File: config.mk
export PLATFORM = sky130hd
export DESIGN_NAME = spim_ctrl
export DESIGN_NICKNAME = d
export VERILOG_FILES = /design/src/rtl/spim_pkg.sv /design/src/rtl/spim_fifo.sv /design/src/rtl/spim_shifter.sv /design/src/rtl/spim_ctrl.sv
export SDC_FILE = /design/constraint.sdc
export NUM_CORES = 1
export LEC_CHECK = 0
export CORE_UTILIZATION = 40
export CTS_CLUSTER_DIAMETER = 60
export DETAILED_ROUTE_END_ITERATION = 6
export SYNTH_ARGS = -nofsm -noshare
export SYNTH_HDL_FRONTEND = slang
export SYNTH_SLANG_ARGS = --single-unit
File: constraint.sdc
create_clock -name clk -period 3.55 [get_ports clk]
set_clock_uncertainty 0.2 [all_clocks]
set_input_delay 0.71 -clock clk [delete_from_list [all_inputs] [get_ports clk]]
set_output_delay 0.71 -clock clk [all_outputs]
set_load 0.01 [all_outputs]
File: src/rtl/spim_pkg.sv
package spim_pkg;
  localparam int REG_W = 32;

  // register offsets
  localparam logic [8:0] OFF_CTRL  = 9'h000;
  localparam logic [8:0] OFF_CTRL2 = 9'h004;
  localparam logic [8:0] OFF_STAT  = 9'h008;
  localparam logic [8:0] OFF_STAT2 = 9'h01C;
  localparam logic [8:0] OFF_TXQ   = 9'h100;
  localparam logic [8:0] OFF_RXQ   = 9'h180;

  // control word bit positions
  localparam int B_EN     = 31;
  localparam int B_GO     = 30;
  localparam int B_MAST   = 28;
  localparam int B_IDLE   = 24;
  localparam int B_PHASE  = 21;
  localparam int B_CSLVL  = 12;
  localparam int B_CSSW   = 11;

  // control2 bit positions
  localparam int B_RXON   = 31;
  localparam int B_TXON   = 30;
  localparam int B_SEL    = 18;

  // status bit positions
  localparam int S_BUSY   = 31;
  localparam int S_RDY    = 30;
  localparam int S_ERR    = 29;
  localparam int S_RXOVF  = 25;
  localparam int S_TXUNR  = 24;
  localparam int S_RXMT   = 23;
  localparam int S_RXFUL  = 22;
  localparam int S_TXMT   = 21;
  localparam int S_TXFUL  = 20;
  localparam int S_TXOVF  = 19;
  localparam int S_RXUNR  = 18;

  localparam int CNT_RX_LSB = 16;
endpackage

File: src/rtl/spim_fifo.sv
module spim_fifo #(
  parameter int W     = 32,
  parameter int DEPTH = 4
) (
  input  logic                       clk,
  input  logic                       rst,
  input  logic                       push,
  input  logic                       pop,
  input  logic [W-1:0]               wdata,
  output logic [W-1:0]               rdata,
  output logic                       full,
  output logic                       empty,
  output logic [$clog2(DEPTH):0]     count
);
  localparam int AW = (DEPTH > 1) ? $clog2(DEPTH) : 1;
  localparam int CW = $clog2(DEPTH) + 1;

  logic [W-1:0]  mem [DEPTH];
  logic [AW-1:0] wp, rp;
  logic [CW-1:0] cnt;
  logic          do_push, do_pop;

  assign full    = (cnt == CW'(DEPTH));
  assign empty   = (cnt == '0);
  assign do_push = push && !full;
  assign do_pop  = pop && !empty;
  assign rdata   = mem[rp];
  assign count   = cnt;

  always_ff @(posedge clk) begin
    if (do_push) mem[wp] <= wdata;
  end

  always_ff @(posedge clk) begin
    if (rst) begin
      wp  <= '0;
      rp  <= '0;
      cnt <= '0;
    end else begin
      if (do_push) wp <= (wp == AW'(DEPTH - 1)) ? '0 : wp + 1'b1;
      if (do_pop)  rp <= (rp == AW'(DEPTH - 1)) ? '0 : rp + 1'b1;
      case ({do_push, do_pop})
        2'b10:   cnt <= cnt + 1'b1;
        2'b01:   cnt <= cnt - 1'b1;
        default: cnt <= cnt;
      endcase
    end
  end


  count_bound_chk: assert property (@(posedge clk) disable iff (rst)
    cnt <= CW'(DEPTH));


  push_grow_chk: assert property (@(posedge clk) disable iff (rst)
    (push && !pop && !full) |=> (cnt == $past(cnt) + 1'b1));
endmodule

File: src/rtl/spim_shifter.sv
module spim_shifter #(
  parameter int CLK_DIV = 2,
  parameter int W       = 32,
  parameter int LEN_W   = 5
) (
  input  logic             clk,
  input  logic             rst,
  input  logic             start,
  input  logic [LEN_W-1:0] len,
  input  logic             cpol,
  input  logic             cpha,
  input  logic [W-1:0]     tx_word,
  input  logic             miso,
  output logic             busy,
  output logic             done,
  output logic [W-1:0]     rx_word,
  output logic             sclk,
  output logic             mosi
);
  localparam int HC_W = $clog2(CLK_DIV + 1);
  localparam int EC_W = LEN_W + 1;

  logic [HC_W-1:0] hc;
  logic [EC_W-1:0] edge_i, edge_last;
  logic            pha_q;
  logic [W-1:0]    tsr, rsr, load;
  logic            leading, sample;

  assign load    = tx_word << (LEN_W'(W - 1) - len);
  assign leading = ~edge_i[0];
  assign sample  = pha_q ? ~leading : leading;
  assign rx_word = rsr;

  always_ff @(posedge clk) begin
    if (rst) begin
      busy      <= 1'b0;
      done      <= 1'b0;
      hc        <= '0;
      edge_i    <= '0;
      edge_last <= '0;
      pha_q     <= 1'b0;
      tsr       <= '0;
      rsr       <= '0;
      sclk      <= 1'b0;
      mosi      <= 1'b0;
    end else begin
      done <= 1'b0;
      if (!busy) begin
        sclk <= cpol;
        if (start) begin
          busy      <= 1'b1;
          hc        <= '0;
          edge_i    <= '0;
          edge_last <= {len, 1'b1};
          pha_q     <= cpha;
          rsr       <= '0;
          if (!cpha) begin
            mosi <= load[W-1];
            tsr  <= load << 1;
          end else begin
            mosi <= 1'b0;
            tsr  <= load;
          end
        end
      end else if (hc == HC_W'(CLK_DIV - 1)) begin
        hc   <= '0;
        sclk <= ~sclk;
        if (sample) begin
          rsr <= {rsr[W-2:0], miso};
        end else if (edge_i != edge_last) begin
          mosi <= tsr[W-1];
          tsr  <= tsr << 1;
        end
        if (edge_i == edge_last) begin
          busy <= 1'b0;
          done <= 1'b1;
        end else begin
          edge_i <= edge_i + 1'b1;
        end
      end else begin
        hc <= hc + 1'b1;
      end
    end
  end


  done_idle_chk: assert property (@(posedge clk) disable iff (rst)
    done |-> !busy);


  busy_fall_chk: assert property (@(posedge clk) disable iff (rst)
    $fell(busy) |-> done);


  idle_level_chk: assert property (@(posedge clk) disable iff (rst)
    $past(!busy) |-> (sclk == $past(cpol)));
endmodule

File: src/rtl/spim_ctrl.sv
module spim_ctrl #(
  parameter int ADDR_W     = 9,
  parameter int FIFO_DEPTH = 4,
  parameter int CLK_DIV    = 2,
  parameter int NUM_CS     = 4
) (
  input  logic              clk,
  input  logic              rst,
  input  logic              bus_wr,
  input  logic              bus_rd,
  input  logic [ADDR_W-1:0] bus_addr,
  input  logic [31:0]       bus_wdata,
  output logic [31:0]       bus_rdata,
  output logic              sclk,
  output logic              mosi,
  input  logic              miso,
  output logic [NUM_CS-1:0] cs_n
);
  import spim_pkg::*;

  localparam int W     = REG_W;
  localparam int LEN_W = $clog2(W);
  localparam int SEL_W = $clog2(NUM_CS);
  localparam int CW    = $clog2(FIFO_DEPTH) + 1;

  // control state
  logic             c_en, c_go, c_mast, c_pha, c_cslvl, c_cssw;
  logic [1:0]       c_idle;
  logic [LEN_W-1:0] c_len;
  logic             c2_rx, c2_tx;
  logic [SEL_W-1:0] c2_sel;

  // sticky flags
  logic rdy_q, rxovf_q, txunr_q, txovf_q, rxunr_q;

  // decode
  logic wr_ctrl, wr_ctrl2, wr_stat, wr_tx, rd_rx;
  assign wr_ctrl  = bus_wr && (bus_addr == ADDR_W'(OFF_CTRL));
  assign wr_ctrl2 = bus_wr && (bus_addr == ADDR_W'(OFF_CTRL2));
  assign wr_stat  = bus_wr && (bus_addr == ADDR_W'(OFF_STAT));
  assign wr_tx    = bus_wr && (bus_addr == ADDR_W'(OFF_TXQ));
  assign rd_rx    = bus_rd && (bus_addr == ADDR_W'(OFF_RXQ));

  // queues
  logic [W-1:0]  tx_head, rx_head, eng_rx;
  logic          tx_full, tx_empty, rx_full, rx_empty;
  logic [CW-1:0] tx_cnt, rx_cnt;
  logic          eng_busy, eng_done, start, tx_pop, rx_push;
  logic [W-1:0]  eng_tx;

  assign start   = c_go && !eng_busy && c_en && c_mast;
  assign tx_pop  = start && c2_tx && !tx_empty;
  assign eng_tx  = tx_pop ? tx_head : '0;
  assign rx_push = eng_done && c2_rx && !rx_full;

  spim_fifo #(.W(W), .DEPTH(FIFO_DEPTH)) u_txq (
    .clk(clk), .rst(rst), .push(wr_tx), .pop(tx_pop), .wdata(bus_wdata),
    .rdata(tx_head), .full(tx_full), .empty(tx_empty), .count(tx_cnt));

  spim_fifo #(.W(W), .DEPTH(FIFO_DEPTH)) u_rxq (
    .clk(clk), .rst(rst), .push(rx_push), .pop(rd_rx), .wdata(eng_rx),
    .rdata(rx_head), .full(rx_full), .empty(rx_empty), .count(rx_cnt));

  spim_shifter #(.CLK_DIV(CLK_DIV), .W(W), .LEN_W(LEN_W)) u_eng (
    .clk(clk), .rst(rst), .start(start), .len(c_len), .cpol(c_idle[0]),
    .cpha(c_pha), .tx_word(eng_tx), .miso(miso), .busy(eng_busy),
    .done(eng_done), .rx_word(eng_rx), .sclk(sclk), .mosi(mosi));

  // control registers
  always_ff @(posedge clk) begin
    if (rst) begin
      c_en <= 1'b0; c_go <= 1'b0; c_mast <= 1'b0; c_pha <= 1'b0;
      c_cslvl <= 1'b0; c_cssw <= 1'b0; c_idle <= '0; c_len <= '0;
      c2_rx <= 1'b0; c2_tx <= 1'b0; c2_sel <= '0;
    end else begin
      if (wr_ctrl) begin
        c_en    <= bus_wdata[B_EN];
        c_mast  <= bus_wdata[B_MAST];
        c_idle  <= bus_wdata[B_IDLE +: 2];
        c_pha   <= bus_wdata[B_PHASE];
        c_cslvl <= bus_wdata[B_CSLVL];
        c_cssw  <= bus_wdata[B_CSSW];
        c_len   <= bus_wdata[LEN_W-1:0];
      end
      if (start)                              c_go <= 1'b0;
      else if (wr_ctrl && bus_wdata[B_GO])    c_go <= 1'b1;
      if (wr_ctrl2) begin
        c2_rx  <= bus_wdata[B_RXON];
        c2_tx  <= bus_wdata[B_TXON];
        c2_sel <= bus_wdata[B_SEL +: SEL_W];
      end
    end
  end

  // sticky flags: set wins over write-one-to-clear
  always_ff @(posedge clk) begin
    if (rst) begin
      rdy_q <= 1'b0; rxovf_q <= 1'b0; txunr_q <= 1'b0;
      txovf_q <= 1'b0; rxunr_q <= 1'b0;
    end else begin
      if (eng_done)                           rdy_q <= 1'b1;
      else if (wr_stat && bus_wdata[S_RDY])   rdy_q <= 1'b0;
      if (eng_done && c2_rx && rx_full)       rxovf_q <= 1'b1;
      else if (wr_stat && bus_wdata[S_RXOVF]) rxovf_q <= 1'b0;
      if (start && c2_tx && tx_empty)         txunr_q <= 1'b1;
      else if (wr_stat && bus_wdata[S_TXUNR]) txunr_q <= 1'b0;
      if (wr_tx && tx_full)                   txovf_q <= 1'b1;
      else if (wr_stat && bus_wdata[S_TXOVF]) txovf_q <= 1'b0;
      if (rd_rx && rx_empty)                  rxunr_q <= 1'b1;
      else if (wr_stat && bus_wdata[S_RXUNR]) rxunr_q <= 1'b0;
    end
  end

  // read-back words
  logic [31:0] ctrl_v, ctrl2_v, stat_v, stat2_v;
  always_comb begin
    ctrl_v = '0;
    ctrl_v[B_EN]         = c_en;
    ctrl_v[B_GO]         = c_go;
    ctrl_v[B_MAST]       = c_mast;
    ctrl_v[B_IDLE +: 2]  = c_idle;
    ctrl_v[B_PHASE]      = c_pha;
    ctrl_v[B_CSLVL]      = c_cslvl;
    ctrl_v[B_CSSW]       = c_cssw;
    ctrl_v[LEN_W-1:0]    = c_len;

    ctrl2_v = '0;
    ctrl2_v[B_RXON]        = c2_rx;
    ctrl2_v[B_TXON]        = c2_tx;
    ctrl2_v[B_SEL +: SEL_W] = c2_sel;

    stat_v = '0;
    stat_v[S_BUSY]  = eng_busy || c_go;
    stat_v[S_RDY]   = rdy_q;
    stat_v[S_ERR]   = rxovf_q || txunr_q || txovf_q || rxunr_q;
    stat_v[S_RXOVF] = rxovf_q;
    stat_v[S_TXUNR] = txunr_q;
    stat_v[S_RXMT]  = rx_empty;
    stat_v[S_RXFUL] = rx_full;
    stat_v[S_TXMT]  = tx_empty;
    stat_v[S_TXFUL] = tx_full;
    stat_v[S_TXOVF] = txovf_q;
    stat_v[S_RXUNR] = rxunr_q;

    stat2_v = '0;
    stat2_v[CW-1:0]              = tx_cnt;
    stat2_v[CNT_RX_LSB +: CW]    = rx_cnt;
  end

  always_ff @(posedge clk) begin
    if (rst) begin
      bus_rdata <= '0;
    end else if (bus_rd) begin
      case (bus_addr)
        ADDR_W'(OFF_CTRL):  bus_rdata <= ctrl_v;
        ADDR_W'(OFF_CTRL2): bus_rdata <= ctrl2_v;
        ADDR_W'(OFF_STAT):  bus_rdata <= stat_v;
        ADDR_W'(OFF_STAT2): bus_rdata <= stat2_v;
        ADDR_W'(OFF_RXQ):   bus_rdata <= rx_empty ? '0 : rx_head;
        default:            bus_rdata <= '0;
      endcase
    end
  end

  // chip selects
  logic cs_on;
  assign cs_on = c_cssw ? c_cslvl : eng_busy;

  always_ff @(posedge clk) begin
    if (rst) begin
      cs_n <= '1;
    end else begin
      for (int k = 0; k < NUM_CS; k++)
        cs_n[k] <= !(cs_on && (c2_sel == SEL_W'(k)));
    end
  end


  cs_single_chk: assert property (@(posedge clk) disable iff (rst)
    $onehot0(~cs_n));


  ready_cause_chk: assert property (@(posedge clk) disable iff (rst)
    $rose(rdy_q) |-> $past(eng_done));


  txovf_cause_chk: assert property (@(posedge clk) disable iff (rst)
    $rose(txovf_q) |-> $past(wr_tx && tx_full));
endmodule

==> results of run 1 <==
sequential cells by signal, summed over array words and instances (netlist names), 2 cells and up, named ones only:
register         count
u_txq.wp             2
u_txq.mem          128
cs_n                 4
c_len                5
u_eng.hc             2
u_eng.tsr           32
c2_sel               2
u_txq.rp             2
c_idle               2
u_rxq.count          3
bus_rdata           32
u_eng.edge_i         6
u_eng.edge_last      6
u_txq.count          3
u_rxq.rp             2
u_eng.rx_word       32
u_rxq.wp             2
u_rxq.mem          128
stage by stage:
step                      power, mW  utilization  setup WS [ns]  std cells  instance area (um^2)
after detailed placement      5.401       0.4439        0.04755       2131                 20190
after global placement        5.398       0.4439         0.1179       2131                 20190
final                         9.986       0.4771         0.2697       2215                 21700
after global routing          10.29       0.4771         0.1298       2215                 21700
after CTS                     10.09       0.4771         0.2661       2215                 21700
after floorplan               5.269            -        0.07550       1496                 18510
area by class of cell:
cell class	instances	area, um^2
clock buffers	61	1226
clock inverters	23	282.8
fillers	4106	23780
inverters	28	105.1
multi-input cells	944	7089
flip-flops and latches	415	10880
well taps	600	750.7
repair buffers	144	1369
kinds of logic after synthesis:
logic type                 count (synthesis)
and+or+nand+nor                          444
DFF                                      415
AOI/OAI and AO/OA                        308
muxes                                    160
buffers and inverters                    137
xor gates and xnor gates                  17
adders and majority gates                 15
power breakdown:
group	switching, mW	leakage, nW	internal [mW]
Sequential	0.0104	3.63	5.09
Combinational	0.109	2.75	0.0833
Clock	2.00	0.726	2.69
how the worst max path moves through the flow:
stage	end	slack (ns)	cells past startpoint
floorplan	u_rxq.count[2]	0.08	12
finish	u_eng.tsr[16]	0.27	8
global route	u_eng.tsr[24]	0.13	8
global placement	u_rxq.count[2]	0.12	12
CTS	u_eng.tsr[16]	0.27	8
detailed placement	u_rxq.count[2]	0.05	12
layer usage:
layer,vias to the layer above,GRT usage
li1,5843,-
met1,6450,0.2784
met2,396,0.3262
met3,62,0.03396
met4,0,0.05446
met5,-,0
cells in the final DEF (no fill, tap or decap), drive strengths merged, types with 5 or more instances in the layout:
cell	instances
nand2b	7
ha	13
nor2b	17
a22o	5
nor2	166
mux2i	42
a311oi	13
and3	11
a21o	6
a21oi	105
mux4	78
nand3	36
mux2	40
clkdlybuf4s50	81
inv	29
clkinv	17
buf	63
dfxtp	159
or3	8
a311o	5
a221oi	10
edfxtp	256
xnor2	9
a211oi	23
clkbuf	61
a22oi	40
nand2	130
and2	10
nor3	31
a31oi	9
o21ai	29
xor2	8
nor4	7
nand4	5
o22ai	14
o211ai	9
worst min-delay path, stage by stage (launching register included):
cell and delay (ns):
dfxtp_1 0.32, nand2_1 0.05, nor2_1 0.03
==> results.ini, run 1 <==
[min_path]
hold_depth = 2
holdPathEnd = u_eng.hc[1]
hp-start = u_eng.hc[1]
min_path_type = register to register

[floorplan]
boundaryPins = 84
initial_core_util = 0.4070
die_h_um = 217.1
die_width_um = 217.1
die_area_um2 = 47130
rows = 78
coreArea_um2 = 45480

[logic_synthesis]
synth_fp_nets = 1557
ys_seq_area_frac = 0.5873
synth_edf_count = 256
synth.distinct_cells = 79
synth_area_leader_cell = edfxtp_1
syn_inst = 1496
synth-xor-area-share = 0.008045
ys_warn_count = 0
synth-compound-area-share = 0.1119
ys_top_cells_by_count = edfxtp_1, nor2_1, dfxtp_1
async_reset_ff_frac = 0
synth_top_family_by_area = multiplexers
synth_area_um2 = 18510
synthAdderAreaFrac = 0.01095
synth-simple-area-share = 0.1076
synth_seq_cells = 415
synthMostInstantiatedCell = edfxtp_1
synth_ff_type = edfxtp_1
synth_top_area_share = 0.4154
syn_avg_cell_area_um2 = 12.37
yosys-top-cells-area = edfxtp_1, dfxtp_1, mux4_2, nor2_1, a21oi_1
synth_mux_area_frac = 0.1432

[place]
gp_congestion = 0.9229
hpwl_um = 30690
portBuffers = 83

[setup_path]
path_buf_inv = 1
rr_worst_depth = 8
reg2reg_slack_ns = 0.27
worstPathArrival_ns = 3.54
worst-setup-path-type = register to register
startpoint_type = register
worstPathCellList = buf_12 > mux4_1 > mux2_2 > mux4_2 > a31oi_1 > o22ai_1 > a22oi_1 > a211oi_1
critical_path.max_fanout = 17
cp.required_ns = 3.80
path_delay_family = multiplexers
cp_slowest_cell = mux4_1
reg2reg_to = u_eng.tsr[16]
crit_path_end_kind = register
max_stage_delay_ns = 0.66

[timing]
max_slew_margin = 0.3332
fmax_ghz = 0.3049
worst_slew_pin_slew_ns = 1.000
timing.final.max_slew_violations = 0
period_share = 0.9240
finalSetupViolCount = 0
setup_tns_ns = 0
hold_viol = 0
rsz0062_at_grt = no
period_needed_ns = 3.280
whs_ns = 0.2393

[global_route]
antenna_found_initial = 0
grt_pass1_vias = 12350
track_usage = 0.2010
grt_max_degree = 75
grt_pass1_wl_um = 73040
gr-total-overflow = 0

[finish]
drive_gt1_frac = 0.1598
diodes = 0
syn2layout_area_growth_pct = 17.24
fin_nets = 1639

[route]
wl_met2_um = 22550
route.detailed.drc = 0
top_layer = met4
drtIter0Drc = 1250
ant_nets = 0
dr_wl_met3_um = 2775
routedWlPerCell_um = 21.16
num_vias = 12751
wirelength_um = 46880
dr.pass1.iters = 5
vias_per_cell = 5.757
wl_met1_um = 20640

[clock_tree]
cts_buffers = 45
clk_pin_slew_ns = 0.06
cts_tree = built
post_cts_resized = 0
cts_htree_levels = 2
cts_setup_buffers = 0
cts-root-buf = clkbuf_16
clock-sinks = 415
clk_latency_ns = 0.60
cts_hold_buf = 0
cts_max_path_buffers = 3

[power]
irDropWorstVdd_mv = 0.3221
p_leak_nw = 7.104
power_density_nw_per_um2 = 460.2

[flow_run]
drv_cap = 0

[outcome]
status = finished, final reports clean

(Power assumes the default switching activity.)
==> run 2, diff against run 1 <==
--- a/config.mk
+++ b/config.mk
@@ -5,7 +5,7 @@
 export SDC_FILE = /design/constraint.sdc
 export NUM_CORES = 1
 export LEC_CHECK = 0
-export CORE_UTILIZATION = 40
+export CORE_UTILIZATION = 32
 export CTS_CLUSTER_DIAMETER = 60
 export DETAILED_ROUTE_END_ITERATION = 6
 export SYNTH_ARGS = -nofsm -noshare
==> results.ini, run 2 (synthesis gave the netlist of run 1 again) <==
[place]
portBuffers = 83
hpwl_um = 32210
gp_congestion = 0.9730

[clock_tree]
clk_latency_ns = 0.60
cts_max_path_buffers = 3
cts_buffers = 46
clk_pin_slew_ns = 0.06
post_cts_resized = 0
cts_setup_buffers = 0
cts-root-buf = clkbuf_16
clock-sinks = 415
cts_htree_levels = 2
cts_hold_buf = 0
cts_tree = built

[route]
routedWlPerCell_um = 20.49
drtIter0Drc = 1061
vias_per_cell = 5.349
num_vias = 12730
route.detailed.drc = 0
dr.pass1.iters = 5
ant_nets = 0
wirelength_um = 48760

[setup_path]
max_stage_delay_ns = 0.60
cp.required_ns = 3.80
crit_top_cell = mux4_2
critical_path.max_fanout = 14
worstPathCellList = buf_12 > mux4_2 > mux2_2 > mux4_2 > a31oi_1 > o22ai_1 > a22oi_1 > a211oi_1
startpoint_type = register
path_buf_inv = 1
path_delay_family = multiplexers
worstPathArrival_ns = 3.47
crit_path_end_kind = register
cp_slowest_cell = mux4_2
worst-setup-path-type = register to register

[finish]
diodes = 0
fin_nets = 1647
drive_gt1_frac = 0.1650
final_cell_mix = edfxtp_1, nor2_1, dfxtp_1, nand2_1, a21oi_1
fillers = 5364
largest_registers = u_rxq.mem: 128 flops, u_txq.mem: 128 flops
syn2layout_area_growth_pct = 19.00
fin_util = 0.3883
final_common_cell = edfxtp_1

[global_route]
grt_pass1_vias = 12624
busiest_layer = met2
track_usage = 0.1654
grt_pass1_wl_um = 76180
gr-total-overflow = 0
grt_use_met3 = 0.02814
grt_max_degree = 57
antenna_found_initial = 1
grtUsageMet2 = 0.2674
use_met1 = 0.2265

[timing]
hold_viol = 0
worst_slew_pin_slew_ns = 0.8038
fmax_ghz = 0.3109
max_slew_margin = 0.4600
finalSetupViolCount = 0
period_needed_ns = 3.216
period_share = 0.9060
timing.final.max_slew_violations = 0
rsz0062_at_grt = no

[outcome]
status = finished, final reports clean

[floorplan]
initial_core_util = 0.3263
die_width_um = 242.5
coreArea_um2 = 56710
die_area_um2 = 58800
die_h_um = 242.5
boundaryPins = 84
rows = 87

[power]
irDropWorstVdd_mv = 0.4055
total_power_mw = 10.16
p_leak_nw = 7.165
power_density_nw_per_um2 = 461.3

[flow_run]
drv_cap = 0

[min_path]
min_path_type = register to register

-- run 2: cell count changes in the layout (fill, tap and decap cells not counted), moves of 2 or more --
cell      delta
clkinv_2     -2
buf_4        +7
inv_8        +2
dfxtp_2      -2
-- run 2: report_power, final --
part	switching [mW]	total [mW]	leakage (nW)	internal, mW
clock network	2.05	4.86	0.757	2.81
logic	0.111	0.193	2.78	0.0815
registers	0.0116	5.11	3.63	5.09
total	2.17	10.2	7.17	7.99
-- run 2: final cells by class --
cell class,instances,area [um^2],share of cell area
clock buffer,60,1234,0.05602
inverter,28,105.1,0.004772
multi-input combinational,944,7089,0.3219
tap,756,945.9,0.04295
clock inverter,26,351.6,0.01596
sequential,415,10880,0.4939
timing repair buffer,151,1421,0.06454
-- run 2: worst paths after layout --
check | startpoint | to | slack (ns) | cells past startpoint
min reg2reg | u_eng.hc[1] | u_eng.hc[1] | 0.26 | 2
min | u_eng.hc[1] | u_eng.hc[1] | 0.26 | 2
max reg2reg | register | u_eng.tsr[16] | 0.33 | 8
max | register | u_eng.tsr[16] | 0.33 | 8
-- run 2: worst register-to-register path, cell delays in order, from the launching register on --
cell	delay, ns
dfxtp_4	0.49
buf_12	0.19
mux4_2	0.60
mux2_2	0.31
mux4_2	0.49
a31oi_1	0.25
o22ai_1	0.19
a22oi_1	0.27
a211oi_1	0.10
-- run 2: routing by layer --
metal  vias up  wire (um)
li1       5848          -
met2       381      23310
met5         -          0
met4         0       1083
met1      6428      21640
met3        73       2730
-- run 2: through the flow --
stage | worst slack [ns] | hold slack (ns) | instance area [um^2] | setup TNS (ns) | std cells
floorplan | 0.07550 | 0.1991 | 18510 | 0 | 1496
global placement | -0.008533 | 0.2289 | 20440 | -0.008533 | 2294
detailed placement | -0.09727 | 0.2399 | 20440 | -0.09727 | 2294
CTS | 0.1913 | 0.2489 | 22020 | 0 | 2380
global route | 0.1058 | 0.2790 | 22020 | 0 | 2380
finish | 0.3338 | 0.2575 | 22020 | 0 | 2380
==> run 3, diff against run 2 <==
--- a/config.mk
+++ b/config.mk
@@ -7,7 +7,9 @@
 export LEC_CHECK = 0
 export CORE_UTILIZATION = 32
 export CTS_CLUSTER_DIAMETER = 60
+export CTS_CLUSTER_SIZE = 28
 export DETAILED_ROUTE_END_ITERATION = 6
+export SKIP_CTS_REPAIR_TIMING = 1
 export SYNTH_ARGS = -nofsm -noshare
 export SYNTH_HDL_FRONTEND = slang
 export SYNTH_SLANG_ARGS = --single-unit
==> results.ini, run 3 (synthesis gave the netlist of run 1 again) <==
[place]
place_inst = 2294
gp_congestion = 0.9730
pre_cts_ws_ns = -0.09727
portBuffers = 83
hpwl_um = 32210

[floorplan]
initial_core_util = 0.3263
coreArea_um2 = 56710
boundaryPins = 84
die_h_um = 242.5
rows = 87
die_area_um2 = 58800
die_width_um = 242.5

[setup_path]
path_buf_inv = 1
max_stage_delay_ns = 0.59
rr_worst_depth = 8
cp_slowest_cell = mux4_2
worstSetupPathDepth = 8
critical_path.max_fanout = 14
crit_path_end_kind = register
crit_top_cell = mux4_2
worstPathCellList = buf_12 > mux4_2 > mux2_2 > mux4_2 > a31oi_1 > o22ai_1 > a22oi_1 > a211oi_1
path_delay_family = multiplexers
reg2reg_slack_ns = 0.31
worst-setup-path-type = register to register
startpoint_type = register
cp.required_ns = 3.81
reg2reg_to = u_eng.tsr[16]
endpoint = u_eng.tsr[16]
worstPathArrival_ns = 3.51

[finish]
syn2layout_area_growth_pct = 16.54
diodes = 0
largest_registers = u_rxq.mem: 128 flops, u_txq.mem: 128 flops
fillers = 5389
final_common_cell = edfxtp_1
drive_gt1_frac = 0.1568
multiInputGateArea_um2 = 7089
final_cell_mix = edfxtp_1, nor2_1, dfxtp_1, nand2_1, a21oi_1
register_area_um2 = 10880
final_cells = 2350
fin_nets = 1631

[clock_tree]
cts_max_path_buffers = 3
clk_pin_slew_ns = 0.09
cts_htree_levels = 1
cts_tree = built
cts_buffers = 30
clock-sinks = 415
clk_latency_ns = 0.61
cts-root-buf = clkbuf_16

[power]
irDropWorstVdd_mv = 0.5784
total_power_mw = 9.111
p_leak_nw = 6.946
power_density_nw_per_um2 = 422.4

[route]
drtIter0Drc = 1219
dr.pass1.iters = 6
ant_nets = 0
wirelength_um = 48130
route.detailed.drc = 0
vias_per_cell = 5.362
routedWlPerCell_um = 20.48
num_vias = 12600

[global_route]
grt_pass1_vias = 12420
grt_pass1_wl_um = 75370
grt_max_degree = 57
antenna_found_initial = 1
gr-total-overflow = 0
track_usage = 0.1627

[timing]
period_share = 0.9135
timing.final.max_slew_violations = 0
setup_tns_ns = 0
hold_viol = 0
max_slew_margin = 0.4634
fmax_ghz = 0.3084
layout_setup_ws_ns = 0.3072
worst_slew_pin_slew_ns = 0.7987
period_needed_ns = 3.243
rsz0062_at_grt = no
finalSetupViolCount = 0

[min_path]
min_path_type = register to register

[outcome]
status = finished, final reports clean

[flow_run]
drv_cap = 0

[run 3: worst min path at each step]
stage	start	end	slack, ns	cells after the start
after floorplan	c2_sel[1]	cs_n[2]	0.20	1
after global routing	u_eng.hc[1]	u_eng.hc[1]	0.28	2
after detailed placement	u_eng.hc[1]	u_eng.hc[1]	0.24	2
after CTS	u_eng.hc[1]	u_eng.hc[1]	0.25	2
after global placement	u_eng.hc[1]	u_eng.hc[1]	0.23	2
final	u_eng.hc[1]	u_eng.hc[1]	0.25	2
[run 3: worst min-delay path, stage by stage (launching register included)]
cell and delay, ns:
dfxtp_1 0.33, nand2_1 0.06, nor2_1 0.03
[run 3: stage by stage]
stage               utilization  hold slack, ns  cell area (um^2)
floorplan                     -          0.1991             18510
global placement         0.3603          0.2289             20440
detailed placement       0.3603          0.2399             20440
CTS                      0.3803          0.2530             21570
global route             0.3803          0.2839             21570
finish                   0.3803          0.2547             21570
[run 3: area by class of cell]
type | instances | share of cell area
clock buffer | 33 | 0.03533
clock inverter | 23 | 0.01706
inverter | 28 | 0.004873
multi-input combinational | 944 | 0.3287
sequential | 415 | 0.5043
tap | 756 | 0.04386
timing repair buffer | 151 | 0.06590
[run 3: report_power, final]
group,leakage (nW),switching [mW],internal (mW)
Sequential,3.63,0.0118,5.09
Clock,0.538,2.06,1.76
Combinational,2.78,0.110,0.0815
[run 3: layer usage]
layer	GRT usage	wire, um	up-vias
li1	-	-	5825
met1	0.2276	21100	6332
met2	0.2636	23070	374
met3	0.02293	2952	69
met4	0.04244	1007	0
met5	0	0	-
